File: config.mk
export PLATFORM = sky130hd
export DESIGN_NAME = bitop_exec_unit
export DESIGN_NICKNAME = d
export VERILOG_FILES = /design/src/rtl/bitop_pkg.sv /design/src/rtl/bitop_decode.sv /design/src/rtl/bitop_alu.sv /design/src/rtl/bitop_exec_unit.sv
export SDC_FILE = /design/constraint.sdc
export NUM_CORES = 1
export LEC_CHECK = 0
export CAP_MARGIN = 0
export CORE_MARGIN = 5
export CORE_UTILIZATION = 44
export CTS_CLUSTER_DIAMETER = 60
export DETAILED_ROUTE_END_ITERATION = 12
export GPL_TIMING_DRIVEN = 1
export PLACE_DENSITY = 0.72
export SYNTH_ARGS = -nofsm -noshare
export SYNTH_HDL_FRONTEND = slang
export SYNTH_SLANG_ARGS = --single-unit
File: constraint.sdc
create_clock -name clk -period 6.4 [get_ports clk]
set_clock_uncertainty 0.15 [all_clocks]
set_input_delay 1.6 -clock clk [delete_from_list [all_inputs] [get_ports clk]]
set_output_delay 1.6 -clock clk [all_outputs]
set_load 0.05 [all_outputs]
File: src/rtl/bitop_pkg.sv
package bitop_pkg;
    typedef enum logic [2:0] {
        BOP_NONE = 3'd0,
        BOP_CLRB = 3'd1,
        BOP_SETB = 3'd2,
        BOP_BRCL = 3'd3,
        BOP_BRST = 3'd4,
        BOP_MCLR = 3'd5,
        BOP_MSET = 3'd6
    } bop_e;

    localparam int OPC_W  = 8;
    localparam int BSEL_W = 3;
    localparam int CNT_W  = 3;
endpackage

File: src/rtl/bitop_decode.sv
module bitop_decode
    import bitop_pkg::*;
(
    input  logic [OPC_W-1:0]  opcode,
    output bop_e              kind,
    output logic [BSEL_W-1:0] bsel,
    output logic              is_abs,
    output logic [CNT_W-1:0]  last_cyc,
    output logic [CNT_W-1:0]  rd_cyc,
    output logic              valid
);
    localparam logic [CNT_W-1:0] ZP_LAST  = CNT_W'(5);
    localparam logic [CNT_W-1:0] ABS_LAST = CNT_W'(6);
    localparam logic [CNT_W-1:0] ZP_RD    = CNT_W'(3);
    localparam logic [CNT_W-1:0] ABS_RD   = CNT_W'(4);

    always_comb begin
        kind     = BOP_NONE;
        bsel     = opcode[6:4];
        is_abs   = 1'b0;
        valid    = 1'b1;
        unique case (opcode[3:0])
            4'h7: kind = opcode[7] ? BOP_SETB : BOP_CLRB;
            4'hF: kind = opcode[7] ? BOP_BRST : BOP_BRCL;
            4'h4, 4'hC: begin
                if (opcode[7:5] == 3'b000) begin
                    kind   = opcode[4] ? BOP_MCLR : BOP_MSET;
                    is_abs = opcode[3];
                end else begin
                    valid = 1'b0;
                end
            end
            default: valid = 1'b0;
        endcase
        last_cyc = is_abs ? ABS_LAST : ZP_LAST;
        rd_cyc   = is_abs ? ABS_RD : ZP_RD;
    end
endmodule

File: src/rtl/bitop_alu.sv
module bitop_alu
    import bitop_pkg::*;
#(
    parameter int DATA_W = 8
) (
    input  bop_e              kind,
    input  logic [BSEL_W-1:0] bsel,
    input  logic [DATA_W-1:0] mem_val,
    input  logic [DATA_W-1:0] acc_val,
    output logic [DATA_W-1:0] wdata,
    output logic              zero,
    output logic              hit
);
    logic [DATA_W-1:0] mask;
    logic              tested;

    always_comb begin
        mask   = DATA_W'(1) << bsel;
        tested = |(mem_val & mask);
        zero   = ((acc_val & mem_val) == '0);
        wdata  = mem_val;
        hit    = 1'b0;
        case (kind)
            BOP_CLRB: wdata = mem_val & ~mask;
            BOP_SETB: wdata = mem_val | mask;
            BOP_MCLR: wdata = mem_val & ~acc_val;
            BOP_MSET: wdata = mem_val | acc_val;
            BOP_BRCL: hit   = ~tested;
            BOP_BRST: hit   = tested;
            default:  wdata = mem_val;
        endcase
    end
endmodule

File: src/rtl/bitop_exec_unit.sv
module bitop_exec_unit
    import bitop_pkg::*;
#(
    parameter int DATA_W = 8,
    parameter int ADDR_W = 16
) (
    input  logic              clk,
    input  logic              rst_n,
    input  logic              start,
    input  logic [7:0]        opcode,
    input  logic [DATA_W-1:0] op_lo,
    input  logic [DATA_W-1:0] op_hi,
    input  logic [ADDR_W-1:0] pc,
    input  logic [DATA_W-1:0] acc,
    input  logic [DATA_W-1:0] mem_rdata,
    output logic [ADDR_W-1:0] mem_addr,
    output logic              mem_rd,
    output logic              mem_wr,
    output logic [DATA_W-1:0] mem_wdata,
    output logic              busy,
    output logic              done,
    output logic              z_we,
    output logic              z_val,
    output logic              br_taken,
    output logic [ADDR_W-1:0] br_target,
    output logic              unsupported
);
    localparam int EXT_W = ADDR_W - DATA_W;
    localparam logic [ADDR_W-1:0] INSN_LEN = ADDR_W'(3);
    localparam logic [CNT_W-1:0]  FIRST_BUSY = CNT_W'(2);

    typedef struct packed {
        logic               busy;
        logic [CNT_W-1:0]   cnt;
        bop_e               kind;
        logic [BSEL_W-1:0]  bsel;
        logic [CNT_W-1:0]   last_cyc;
        logic [CNT_W-1:0]   rd_cyc;
        logic [ADDR_W-1:0]  addr;
        logic [DATA_W-1:0]  acc;
        logic [DATA_W-1:0]  data;
        logic [ADDR_W-1:0]  tgt;
    } state_t;

    state_t st_d, st_q;

    bop_e              dec_kind;
    logic [BSEL_W-1:0] dec_bsel;
    logic              dec_abs;
    logic [CNT_W-1:0]  dec_last;
    logic [CNT_W-1:0]  dec_rd;
    logic              dec_valid;

    bitop_decode i_decode (
        .opcode   (opcode),
        .kind     (dec_kind),
        .bsel     (dec_bsel),
        .is_abs   (dec_abs),
        .last_cyc (dec_last),
        .rd_cyc   (dec_rd),
        .valid    (dec_valid)
    );

    logic [DATA_W-1:0] alu_wdata;
    logic              alu_zero;
    logic              alu_hit;

    bitop_alu #(.DATA_W(DATA_W)) i_alu (
        .kind    (st_q.kind),
        .bsel    (st_q.bsel),
        .mem_val (st_q.data),
        .acc_val (st_q.acc),
        .wdata   (alu_wdata),
        .zero    (alu_zero),
        .hit     (alu_hit)
    );

    logic [ADDR_W-1:0] zp_addr, abs_addr, offs_ext;
    logic              accept, rd_now, last_now, writes, sets_z, branches;

    always_comb begin
        zp_addr  = {{EXT_W{1'b0}}, op_lo};
        abs_addr = ADDR_W'({op_hi, op_lo});
        offs_ext = {{EXT_W{op_hi[DATA_W-1]}}, op_hi};
        accept   = start && !st_q.busy && dec_valid;

        st_d = st_q;
        if (accept) begin
            st_d.busy     = 1'b1;
            st_d.cnt      = FIRST_BUSY;
            st_d.kind     = dec_kind;
            st_d.bsel     = dec_bsel;
            st_d.last_cyc = dec_last;
            st_d.rd_cyc   = dec_rd;
            st_d.addr     = dec_abs ? abs_addr : zp_addr;
            st_d.acc      = acc;
            st_d.tgt      = pc + INSN_LEN + offs_ext;
        end else if (st_q.busy) begin
            if (st_q.cnt == st_q.last_cyc) begin
                st_d.busy = 1'b0;
            end else begin
                st_d.cnt = st_q.cnt + CNT_W'(1);
            end
            if (st_q.cnt == st_q.rd_cyc) begin
                st_d.data = mem_rdata;
            end
        end
    end

    always_ff @(posedge clk or negedge rst_n) begin
        if (!rst_n) begin
            st_q <= '0;
        end else begin
            st_q <= st_d;
        end
    end

    always_comb begin
        rd_now   = st_q.busy && (st_q.cnt == st_q.rd_cyc);
        last_now = st_q.busy && (st_q.cnt == st_q.last_cyc);
        writes   = (st_q.kind == BOP_CLRB) || (st_q.kind == BOP_SETB) ||
                   (st_q.kind == BOP_MCLR) || (st_q.kind == BOP_MSET);
        sets_z   = (st_q.kind == BOP_MCLR) || (st_q.kind == BOP_MSET);
        branches = (st_q.kind == BOP_BRCL) || (st_q.kind == BOP_BRST);
    end

    assign mem_addr    = st_q.addr;
    assign mem_rd      = rd_now;
    assign mem_wr      = last_now && writes;
    assign mem_wdata   = alu_wdata;
    assign busy        = st_q.busy;
    assign done        = last_now;
    assign z_we        = last_now && sets_z;
    assign z_val       = alu_zero;
    assign br_taken    = last_now && branches && alu_hit;
    assign br_target   = st_q.tgt;
    assign unsupported = start && !st_q.busy && !dec_valid;


    rd_wr_excl_chk: assert property (@(posedge clk) disable iff (!rst_n)
        !(mem_rd && mem_wr));


    write_after_read_chk: assert property (@(posedge clk) disable iff (!rst_n)
        mem_wr |-> $past(mem_rd, 2));


    done_then_idle_chk: assert property (@(posedge clk) disable iff (!rst_n)
        done |=> !busy);


    start_takes_chk: assert property (@(posedge clk) disable iff (!rst_n)
        (start && !busy && !unsupported) |=> busy);


    reject_idle_chk: assert property (@(posedge clk) disable iff (!rst_n)
        unsupported |=> (!busy && !mem_rd && !mem_wr));


    result_in_done_chk: assert property (@(posedge clk) disable iff (!rst_n)
        (z_we || br_taken) |-> done);


    addr_hold_chk: assert property (@(posedge clk) disable iff (!rst_n)
        (busy && $past(busy)) |-> $stable(mem_addr));
endmodule

After elaboration in Yosys (flattened, before gate mapping)
Index checks and enable logic that the tools add are counted.
{"block": "totals", "regBits": 64, "latch_bits": 0, "ram_bits": 0, "romBits": 0, "word_cells": 79, "n_memories": 0}
{"block": "classes", "n_addsub": 3, "n_mul": 0, "div_mod_pow": 0, "order_cmp": 0, "eq_ne": 13, "n_shift": 1, "muxes": 18, "n_bitwise": 10, "n_reduce_logical": 24}
{"cell": "$and 8x8->8", "count": 4}
{"cell": "$pmux 8 s4", "count": 1}
{"cell": "$add 16x16->16", "count": 1}
{"cell": "$add 16x2->16 const B", "count": 1}
{"cell": "$mux 16", "count": 1}
{"cell": "$not 8->8", "count": 2}
{"cell": "$or 8x8->8", "count": 2}
{"cell": "$mux 3", "count": 4}
{"cell": "$eq 3x3->1 const B", "count": 3}
{"cell": "$logic_and 1x1->1", "count": 9}
{"cell": "$pmux 3 s3", "count": 1}
{"cell": "$eq 4x3->1 const B", "count": 2}
{"cell": "$eq 4x4->1 const B", "count": 2}
{"cell": "$logic_not 8->1", "count": 1}
{"cell": "$mux 4", "count": 2}
{"cell": "$reduce_or 8->1", "count": 1}
{"cell": "$shl 1x3->8 const A", "count": 1}
{"cell": "$eq 3x2->1 const B", "count": 2}
{"cell": "$eq 3x3->1", "count": 2}
{"cell": "$mux 2", "count": 3}
{"cell": "$logic_or 1x1->1", "count": 5}
{"cell": "$mux 1", "count": 4}
{"cell": "$pmux 1 s2", "count": 2}
{"cell": "$reduce_or 2->1", "count": 2}
{"cell": "9 further kinds", "count": 11}

Depth between registers and ports, before layout
Gate-level depths: netlist (run 1).
{"block": "depth", "word_depth": 6, "ltp_mapped": 11, "mapped_depth_nobuf": 11}

By module
Synthesis (run 1) repeated with hierarchy kept, for this count alone.
{"block": "hier_totals", "cells_unflattened": 512, "hier_area_um2": 4398.0}
{"module": "bitop_exec_unit", "n_inst": 1, "cells_per_inst": 422, "area_per_inst_um2": 3768.6}
{"module": "bitop_alu", "n_inst": 1, "cells_per_inst": 67, "area_per_inst_um2": 465.4}
{"module": "bitop_decode", "n_inst": 1, "cells_per_inst": 23, "area_per_inst_um2": 163.9}

Least setup slack after synthesis (run 1)
No wires, ideal clock.
{"block": "synth_timing", "kind": "input -> output", "from": "input port opcode[2]", "to": "output port unsupported", "arrival_time_ns": 2.892, "t_required_ns": 4.650, "path_slack_ns": 1.758, "path_stages": 3, "path_cell_list": "or4b_1 nor3_4 nor3_1"}
{"block": "synth_between", "elab_chain_cells": 5}
{"item": "from (decl)", "line_no": "bitop_exec_unit.sv:10", "source": "input logic [7:0] opcode,"}
{"item": "$eq 4x3->1 / $eq 4x4->1 (equally long branches)", "line_no": "bitop_decode.sv:22", "source": "unique case (opcode[3:0])"}
{"item": "$reduce_or 2->1 (on tied branches)"}
{"item": "$pmux 1 s2 *", "line_no": "bitop_decode.sv:22"}
{"item": "$logic_not 1->1 *", "line_no": "bitop_exec_unit.sv:137", "source": "assign unsupported = start && !st_q.busy && !dec_valid;"}
{"item": "$logic_and 1x1->1 *", "line_no": "bitop_exec_unit.sv:137"}
{"item": "to (decl)", "line_no": "bitop_exec_unit.sv:26", "source": "output logic unsupported"}
Mark *: on every way between the ends. The rest lies on a longest branch, timed or not.

Final worst setup path (run 1)
{"block": "layout_timing", "from": "input port opcode[7]", "to": "output port unsupported"}
{"block": "layout_between", "elab_chain_cells": 5}
{"item": "$logic_not 3->1", "line_no": "bitop_decode.sv:26", "source": "if (opcode[7:5] == 3'b000) begin"}
{"item": "$mux 1", "line_no": "bitop_decode.sv:26"}
{"item": "$pmux 1 s2", "line_no": "bitop_decode.sv:22"}
{"item": "$logic_not 1->1", "line_no": "bitop_exec_unit.sv:137"}
{"item": "$logic_and 1x1->1", "line_no": "bitop_exec_unit.sv:137"}
Every way passes these cells.

==> results of run 1 <==
==> synthesized netlist by cell type (3+ instances only) <==
cell,n
sky130_fd_sc_hd__nand2_1,134
sky130_fd_sc_hd__dfrtp_1,61
sky130_fd_sc_hd__ha_1,36
sky130_fd_sc_hd__a21oi_1,35
sky130_fd_sc_hd__buf_4,32
sky130_fd_sc_hd__o21ai_0,28
sky130_fd_sc_hd__nor2_1,24
sky130_fd_sc_hd__inv_1,15
sky130_fd_sc_hd__xnor2_1,14
sky130_fd_sc_hd__clkbuf_1,13
sky130_fd_sc_hd__a22o_1,8
sky130_fd_sc_hd__o211ai_1,8
sky130_fd_sc_hd__xor2_1,7
sky130_fd_sc_hd__nand3_1,6
sky130_fd_sc_hd__a22oi_1,5
sky130_fd_sc_hd__nor3_1,5
sky130_fd_sc_hd__a21o_1,4
sky130_fd_sc_hd__and3_1,4
sky130_fd_sc_hd__buf_2,4
sky130_fd_sc_hd__nand2b_1,3
sky130_fd_sc_hd__nand3b_1,3
==> power by group <==
group,internal (mW),total [mW],switching (mW)
combinational,0.484,1.33,0.843
sequential,0.539,0.708,0.169
clock,0.189,0.344,0.155
total,1.21,2.38,1.17
==> through the flow <==
step                cell area, um^2  hold slack, ps  total power [mW]  setup WS [ps]
floorplan                      4120             297              1.72           1760
global placement               5000             309              2.01            962
detailed placement             5000             320              2.04            902
CTS                            5200             337              2.40            903
global route                   5200             356              2.55            828
finish                         5200             330              2.38            898
==> critical path: cells and delay by family <==
family,cells,cell delay [ps]
buffers and inverters,2,1180
and+or+nand+nor,3,960
==> placed cells by master, fill, tap and decap left out, drive strengths merged, types with 3 or more instances in the layout <==
cell type      count
a22oi              5
a21o               4
and3               5
ha                36
nand3b             3
nand2b             3
xnor2             14
nor2              24
inv               16
nand2            134
o211ai             9
clkinvlp           3
nor3               6
clkbuf            10
buf                3
xor2               7
a21oi             36
clkdlybuf4s50    105
dfrtp             61
nand3              6
o21ai             29
a22o               8
==> logic make-up after synthesis <==
group | after synthesis
simple gates | 196
fa+ha+maj | 37
mux | 3
flops | 61
buf+inv | 69
xor+xnor | 21
compound gates | 102
==> final timing paths <==
kind	from	endpoint	slack [ps]	cells past startpoint
hold / removal	mem_addr[0]	mem_addr[0]	330	2
min in group asynchronous	rst_n	mem_addr[6]	1260	2
setup / recovery	opcode[7]	unsupported	900	5
hold reg to reg	mem_addr[0]	mem_addr[0]	330	2
setup reg to reg	busy	st_q[61]	4490	5
max in group asynchronous	rst_n	br_target[7]	4280	2
==> registers in the layout, indices dropped and copies added (netlist names) <==
register / flops
st_q: 28
br_target: 16
mem_addr: 16
busy: 1
==> metal layers <==
| layer | up-vias | wire length [um] | global-route usage, % |
|---|---|---|---|
| li1 | 1760 | - | - |
| met1 | 1689 | 4080 | 21.3 |
| met2 | 119 | 5100 | 33.2 |
| met3 | 14 | 558 | 3.31 |
| met4 | 0 | 176 | 7.03 |
| met5 | - | 0 | 0 |
==> layout make-up <==
| class | count | area, um^2 | share of cell area (%) |
|---|---|---|---|
| clock inverters | 5 | 61.3 | 1.18 |
| repair buffers | 108 | 1070 | 20.6 |
| flip-flops and latches | 61 | 1530 | 29.4 |
| inverters | 17 | 63.8 | 1.23 |
| clock buffers | 10 | 138 | 2.65 |
| multi-input cells | 359 | 2200 | 42.3 |
| well taps | 111 | 139 | 2.67 |
==> impl_results.md, run 1 <==
* Cts bufs inserted at 9
* Simple-gate share of the synthesized area at 20.6%
* Post-Synth XOR/XNOR Area at 4.46%
* Setup crit start kind: input pin
* Residual DRC at 0
* Maximum clock path buffer count at 2
* Main area contributors after synthesis: sky130_fd_sc_hd__dfrtp_1 37%, sky130_fd_sc_hd__nand2_1 12%, sky130_fd_sc_hd__ha_1 11%, sky130_fd_sc_hd__buf_4 5.8%, sky130_fd_sc_hd__a21oi_1 4.3%
* Adder-cell share of the synthesized area at 11.4%
* Number of sinks handled by clock tree synthesis at between 60 and 70
* GRT Overall Usage at 18.3%
* Main combinational cell family by area after synthesis: simple AND/OR/NAND/NOR gates
* Number of inserted filler cells in the final layout at 841
* Detailed router's first-iteration violation count at 89
* Vias per std cell at 5.34
* Pin count of the biggest net entering global routing at 62
* Total negative slack for setup checks at 0 ps
* Fraction of layout instances using a drive strength above 1 at roughly 5.4%
* Core footprint at 0.00920 mm^2
* Root buffer cell: sky130_fd_sc_hd__clkbuf_8
* Number of antenna diodes at 0
* Worst-path fanout max at 6
* Required time reported for the critical path endpoint at between 4000 and 5000 ps
* Max-slew headroom at between 40% and 50%
* Cell with the most instances on the worst path: sky130_fd_sc_hd__clkdlybuf4s50_1
* Post-DR wirelength/cell at 14.8 um
* PostCTS Resize Cnt at 0
* Final Core Density at between 50% and 60%
* Worst EP arrival at between 3000 and 4000 ps
* Non-filler cells, final at ~670
* Power per Cell Area at 457 mW/mm^2
* Synthesis warning total at 0
* Cell count after synthesis at 489
* Total leakage power at 2.36 nW
* Post CTS Setup Buffer Count at 0
* Max-cap violations at 0
* Effective utilization at floorplan at between 40% and 50%
* Most instantiated flip-flop cell in the synthesis netlist: sky130_fd_sc_hd__dfrtp_1
* Total via count in the routed design at ~3600
* Detailed placement HPWL at 7380 um
* Number of different library cells in the post-synthesis netlist at 51
* Post-Syn Area at 0.00412 mm^2
* Transition time of the tightest slew-check pin at 784 ps
* Status: finished, final reports clean
* Library cell contributing the largest single delay on the critical path: sky130_fd_sc_hd__clkdlybuf4s50_1
* Post-route ant nets at 0
* Total congestion overflow at 0
* Clock insertion delay at the later pin of the skew report at 330 ps
* Multiplexer share of the synthesized area at 1.34%
* Final setup violating endpoints at 0
* Endpoints failing hold at 0
* Number of enable-type register cells in the synthesized netlist at 0
* Post-synthesis async set-or-reset flop share at 100%
* Highest Clock Rate at 182 MHz
* Standard-cell rows at 35
* Unrepaired setup endpoints after global routing: false
* Die Y-Extent at between 100 and 150 um
* Worst hold-check path type: flip-flop to flip-flop
* Register area share after synthesis at 37.0%
* Number of iterations in the first detailed-routing pass at 4
* Crit. End Element: primary output
* Net count of the mapped netlist at roughly 590
* Depth of the CTS H-tree at 3
* Hold buffer count at cts at 0
* Number of pins with negative max-slew slack in the final report at 0
* CTS tree: built
* Die Area at 0.0114 mm^2
* Number of global-route vias before repair at about 3700
* Wirelength, routed at 9920 um
* Final critical-path share of the clock period at 86.0%
* First-pass GRT wire length at 16900 um
* Total of flip-flops plus latches after synthesis at 61
* Startpoint-to-endpoint class of the critical path: input pin to primary output
* Area growth from synthesis to final layout at 26.2%
* Largest area contributor in the netlist: sky130_fd_sc_hd__dfrtp_1
* Worst stage delay on the critical path at 720 ps
* GPL Wtd Cong at 0.866
* Die boundary width at 107 um
* Cell Chain, Critical Path: clkdlybuf4s50_1 -> or4b_1 -> nor3_4 -> nor3_1 -> clkdlybuf4s50_1
* Time the worst path needs with I/O delays and setup at 5500 ps
* Buffers on Ports at 106
* Cell count after placement at 656
* Number of top-level pins at 107
* Worst voltage drop across the vdd grid at 0.259 mV
* Mean post-synth cell area at around 8.4 um^2
* Area share of the largest cell type after synthesis at between 30% and 40%
* Initial antenna violation count at 0
* Compound-Gate Fraction of Synth Area at 15.4%
* Layout net count at roughly 650
* Clock-pin slew of the registers on the worst-case setup and hold paths at 70 ps
Note: power is estimated with default switching activity, not from simulation.
==> run 2: changes to the inputs <==
--- a/config.mk
+++ b/config.mk
@@ -8,10 +8,10 @@
 export CAP_MARGIN = 0
 export CORE_MARGIN = 5
 export CORE_UTILIZATION = 44
-export CTS_CLUSTER_DIAMETER = 60
+export CTS_CLUSTER_DIAMETER = 120
 export DETAILED_ROUTE_END_ITERATION = 12
 export GPL_TIMING_DRIVEN = 1
-export PLACE_DENSITY = 0.72
+export PLACE_DENSITY_LB_ADDON = 0.1
 export SYNTH_ARGS = -nofsm -noshare
 export SYNTH_HDL_FRONTEND = slang
 export SYNTH_SLANG_ARGS = --single-unit
==> run 2 against run 1 <==
Total power fell by 1.8%. Sequential share of layout area rose by 0.18 points. Via count is 2.6% lower. Design area shrank 0.63%. Worst setup slack improved by 24 ps. Die area is the same. Wire length grew 0.72%. Largest cell class unchanged.
==> impl_results.md, run 2 (synthesized netlist as in run 1, its figures left out) <==
* Required time reported for the critical path endpoint at 4650 ps (about the same)
* Transition time of the tightest slew-check pin at 815 ps (+31.2 ps)
* Die boundary width at 107 um (unchanged)
* Delay-heaviest family, CP: buffers and inverters
* Area occupied by registers at 0.00153 mm^2 (unchanged)
* Cell count after placement at 656 (unchanged)
* Worst voltage drop across the vdd grid at 0.194 mV (-25%)
* Worst EP arrival at 3730 ps (-20 ps)
* Depth of the CTS H-tree at 3 (unchanged)
* Effective utilization at floorplan at 44.8% (unchanged)
* GRT Overall Usage at 18.3% (about the same)
* Endpoints failing hold at 0 (unchanged)
* Area of combinational cells with multiple inputs at 0.00220 mm^2 (unchanged)
* Critical path buffers and inverters at 2 (unchanged)
* Worst hold-check path type: flip-flop to flip-flop
* Area growth from synthesis to final layout at 25.4%
* Detailed router's first-iteration violation count at 136 (+53%)
* Non-filler cells, final at 671 (unchanged)
* Power per Cell Area at 452 mW/mm^2 (-1.2%)
* Cell depth of the worst hold path at 2 (unchanged)
* Die Area at 0.0114 mm^2 (unchanged)
* Number of pins with negative max-slew slack in the final report at 0 (unchanged)
* Pin count of the biggest net entering global routing at 62 (unchanged)
* Maximum clock path buffer count at 2 (unchanged)
* Cts bufs inserted at 9 (unchanged)
* Cell with the most instances on the worst path: sky130_fd_sc_hd__clkdlybuf4s50_1
* WP depth at 5 (unchanged)
* Worst-path fanout max at 6 (unchanged)
* Highest Clock Rate at 183 MHz (+0.44%)
* Commonest non-fill, non-tap cell in the layout: sky130_fd_sc_hd__nand2_1
* Root buffer cell: sky130_fd_sc_hd__clkbuf_8
* First-pass GRT wire length at 17000 um (+0.32%)
* Total leakage power at 2.35 nW (-0.40%)
* Total congestion overflow at 0 (unchanged)
* Final Core Density at 56.2% (-0.35 points)
* Time the worst path needs with I/O delays and setup at 5480 ps (-24.1 ps)
* Setup crit start kind: input pin
* Core footprint at 0.00920 mm^2 (unchanged)
* Cells on worst reg2reg path at 5 (unchanged)
* Number of antenna diodes at 0 (unchanged)
* Final critical-path share of the clock period at 85.6% (-0.38 points)
* Worst stage delay on the critical path at 710 ps (about the same)
* Number of flip-flops in the largest register at 28 (unchanged)
* Number of iterations in the first detailed-routing pass at 5 (+1)
* Number of sinks handled by clock tree synthesis at 61 (unchanged)
* Die Y-Extent at 107 um (unchanged)
* Most flop-heavy register: st_q
* Buffers on Ports at 106 (unchanged)
* Standard-cell rows at 35 (unchanged)
* Top library cells by usage in the layout, fill and taps aside: 134 x sky130_fd_sc_hd__nand2_1, 105 x sky130_fd_sc_hd__clkdlybuf4s50_1, 61 x sky130_fd_sc_hd__dfrtp_1
* Max-cap violations at 0 (unchanged)
* Number of top-level pins at 107 (unchanged)
* Hold buffer count at cts at 0 (unchanged)
* Total negative slack for setup checks at 0 ps (unchanged)
* Post CTS Setup Buffer Count at 0 (unchanged)
* GPL Wtd Cong at 0.831 (-4.1%)
* Vias per std cell at 5.20 (-2.6%)
* Number of global-route vias before repair at 3533 (-5.2%)
* CTS tree: built
* Wirelength, routed at 10000 um (+0.72%)
* Unrepaired setup endpoints after global routing: false
* Residual DRC at 0 (unchanged)
* Layout net count at 652 (unchanged)
* Final setup violating endpoints at 0 (unchanged)
* Clock insertion delay at the later pin of the skew report at 340 ps (about the same)
* Fraction of layout instances using a drive strength above 1 at 5.18% (-0.18 points)
* Initial antenna violation count at 0 (unchanged)
* Library cell contributing the largest single delay on the critical path: sky130_fd_sc_hd__clkdlybuf4s50_1
* PostCTS Resize Cnt at 0 (unchanged)
* Clock-pin slew of the registers on the worst-case setup and hold paths at 70 ps (about the same)
* Number of inserted filler cells in the final layout at 883 (+5.0%)
* Detailed placement HPWL at 7410 um (+0.40%)
* Startpoint-to-endpoint class of the critical path: input pin to primary output
* Post-DR wirelength/cell at 14.9 um (+0.72%)
* Worst reg-to-reg setup slack at 4450 ps (-40 ps)
* Cell Chain, Critical Path: clkdlybuf4s50_1 -> or4b_1 -> nor3_4 -> nor3_1 -> clkdlybuf4s50_1
* Crit. End Element: primary output
* Max-slew headroom at 45.7% (-2.1 points)
* Post-route ant nets at 0 (unchanged)
* Total via count in the routed design at 3490 (-2.6%)
* Status: finished, final reports clean
==> run 2: through the flow <==
| stage | total power [mW] | setup WS (ps) | instance area, um^2 | hold WS, ps |
|---|---|---|---|---|
| 2_1_floorplan | 1.72 | 1760 | 4120 | 297 |
| 3_3_place_gp | 2.02 | 947 | 5000 | 308 |
| 3_5_place_dp | 2.05 | 916 | 5000 | 312 |
| 4_1_cts | 2.36 | 912 | 5170 | 330 |
| 5_1_grt | 2.50 | 859 | 5170 | 353 |
| 6_report | 2.34 | 922 | 5170 | 325 |
==> run 2: area by class of cell <==
cell class	count	share of cell area [%]
clock buffer	11	2.74
tap	111	2.69
inverter	17	1.23
multi-input combinational	359	42.6
timing repair buffer	108	20.7
clock inverter	4	0.484
sequential	61	29.5
==> run 2: report_power, final <==
part	internal [mW]	total (mW)	switching, mW
Clock	0.148	0.300	0.152
Combinational	0.485	1.33	0.849
Sequential	0.539	0.702	0.163
Total	1.17	2.34	1.16
==> run 2: metal layers <==
layer | global-route usage (%) | wire [um]
met5 | 0 | 0
met4 | 4.93 | 87
met3 | 4.09 | 478
met2 | 30.4 | 4920
met1 | 24.1 | 4510
==> run 2: worst paths after layout <==
kind / startpoint / to
setup / recovery: opcode[7] / unsupported
hold / removal: mem_addr[4] / mem_addr[4]
setup reg to reg: busy / st_q[61]
hold reg to reg: mem_addr[4] / mem_addr[4]
max in group asynchronous: rst_n / st_q[26]
min in group asynchronous: rst_n / br_target[1]
==> run 2: worst register-to-register path: cells and delay by family (launching register included) <==
kind | cells | cell delay [ps]
AND/OR/NAND/NOR | 2 | 280
flip-flops | 1 | 480
buffers and inverters | 1 | 490
AO/OA/AOI/OAI | 2 | 430
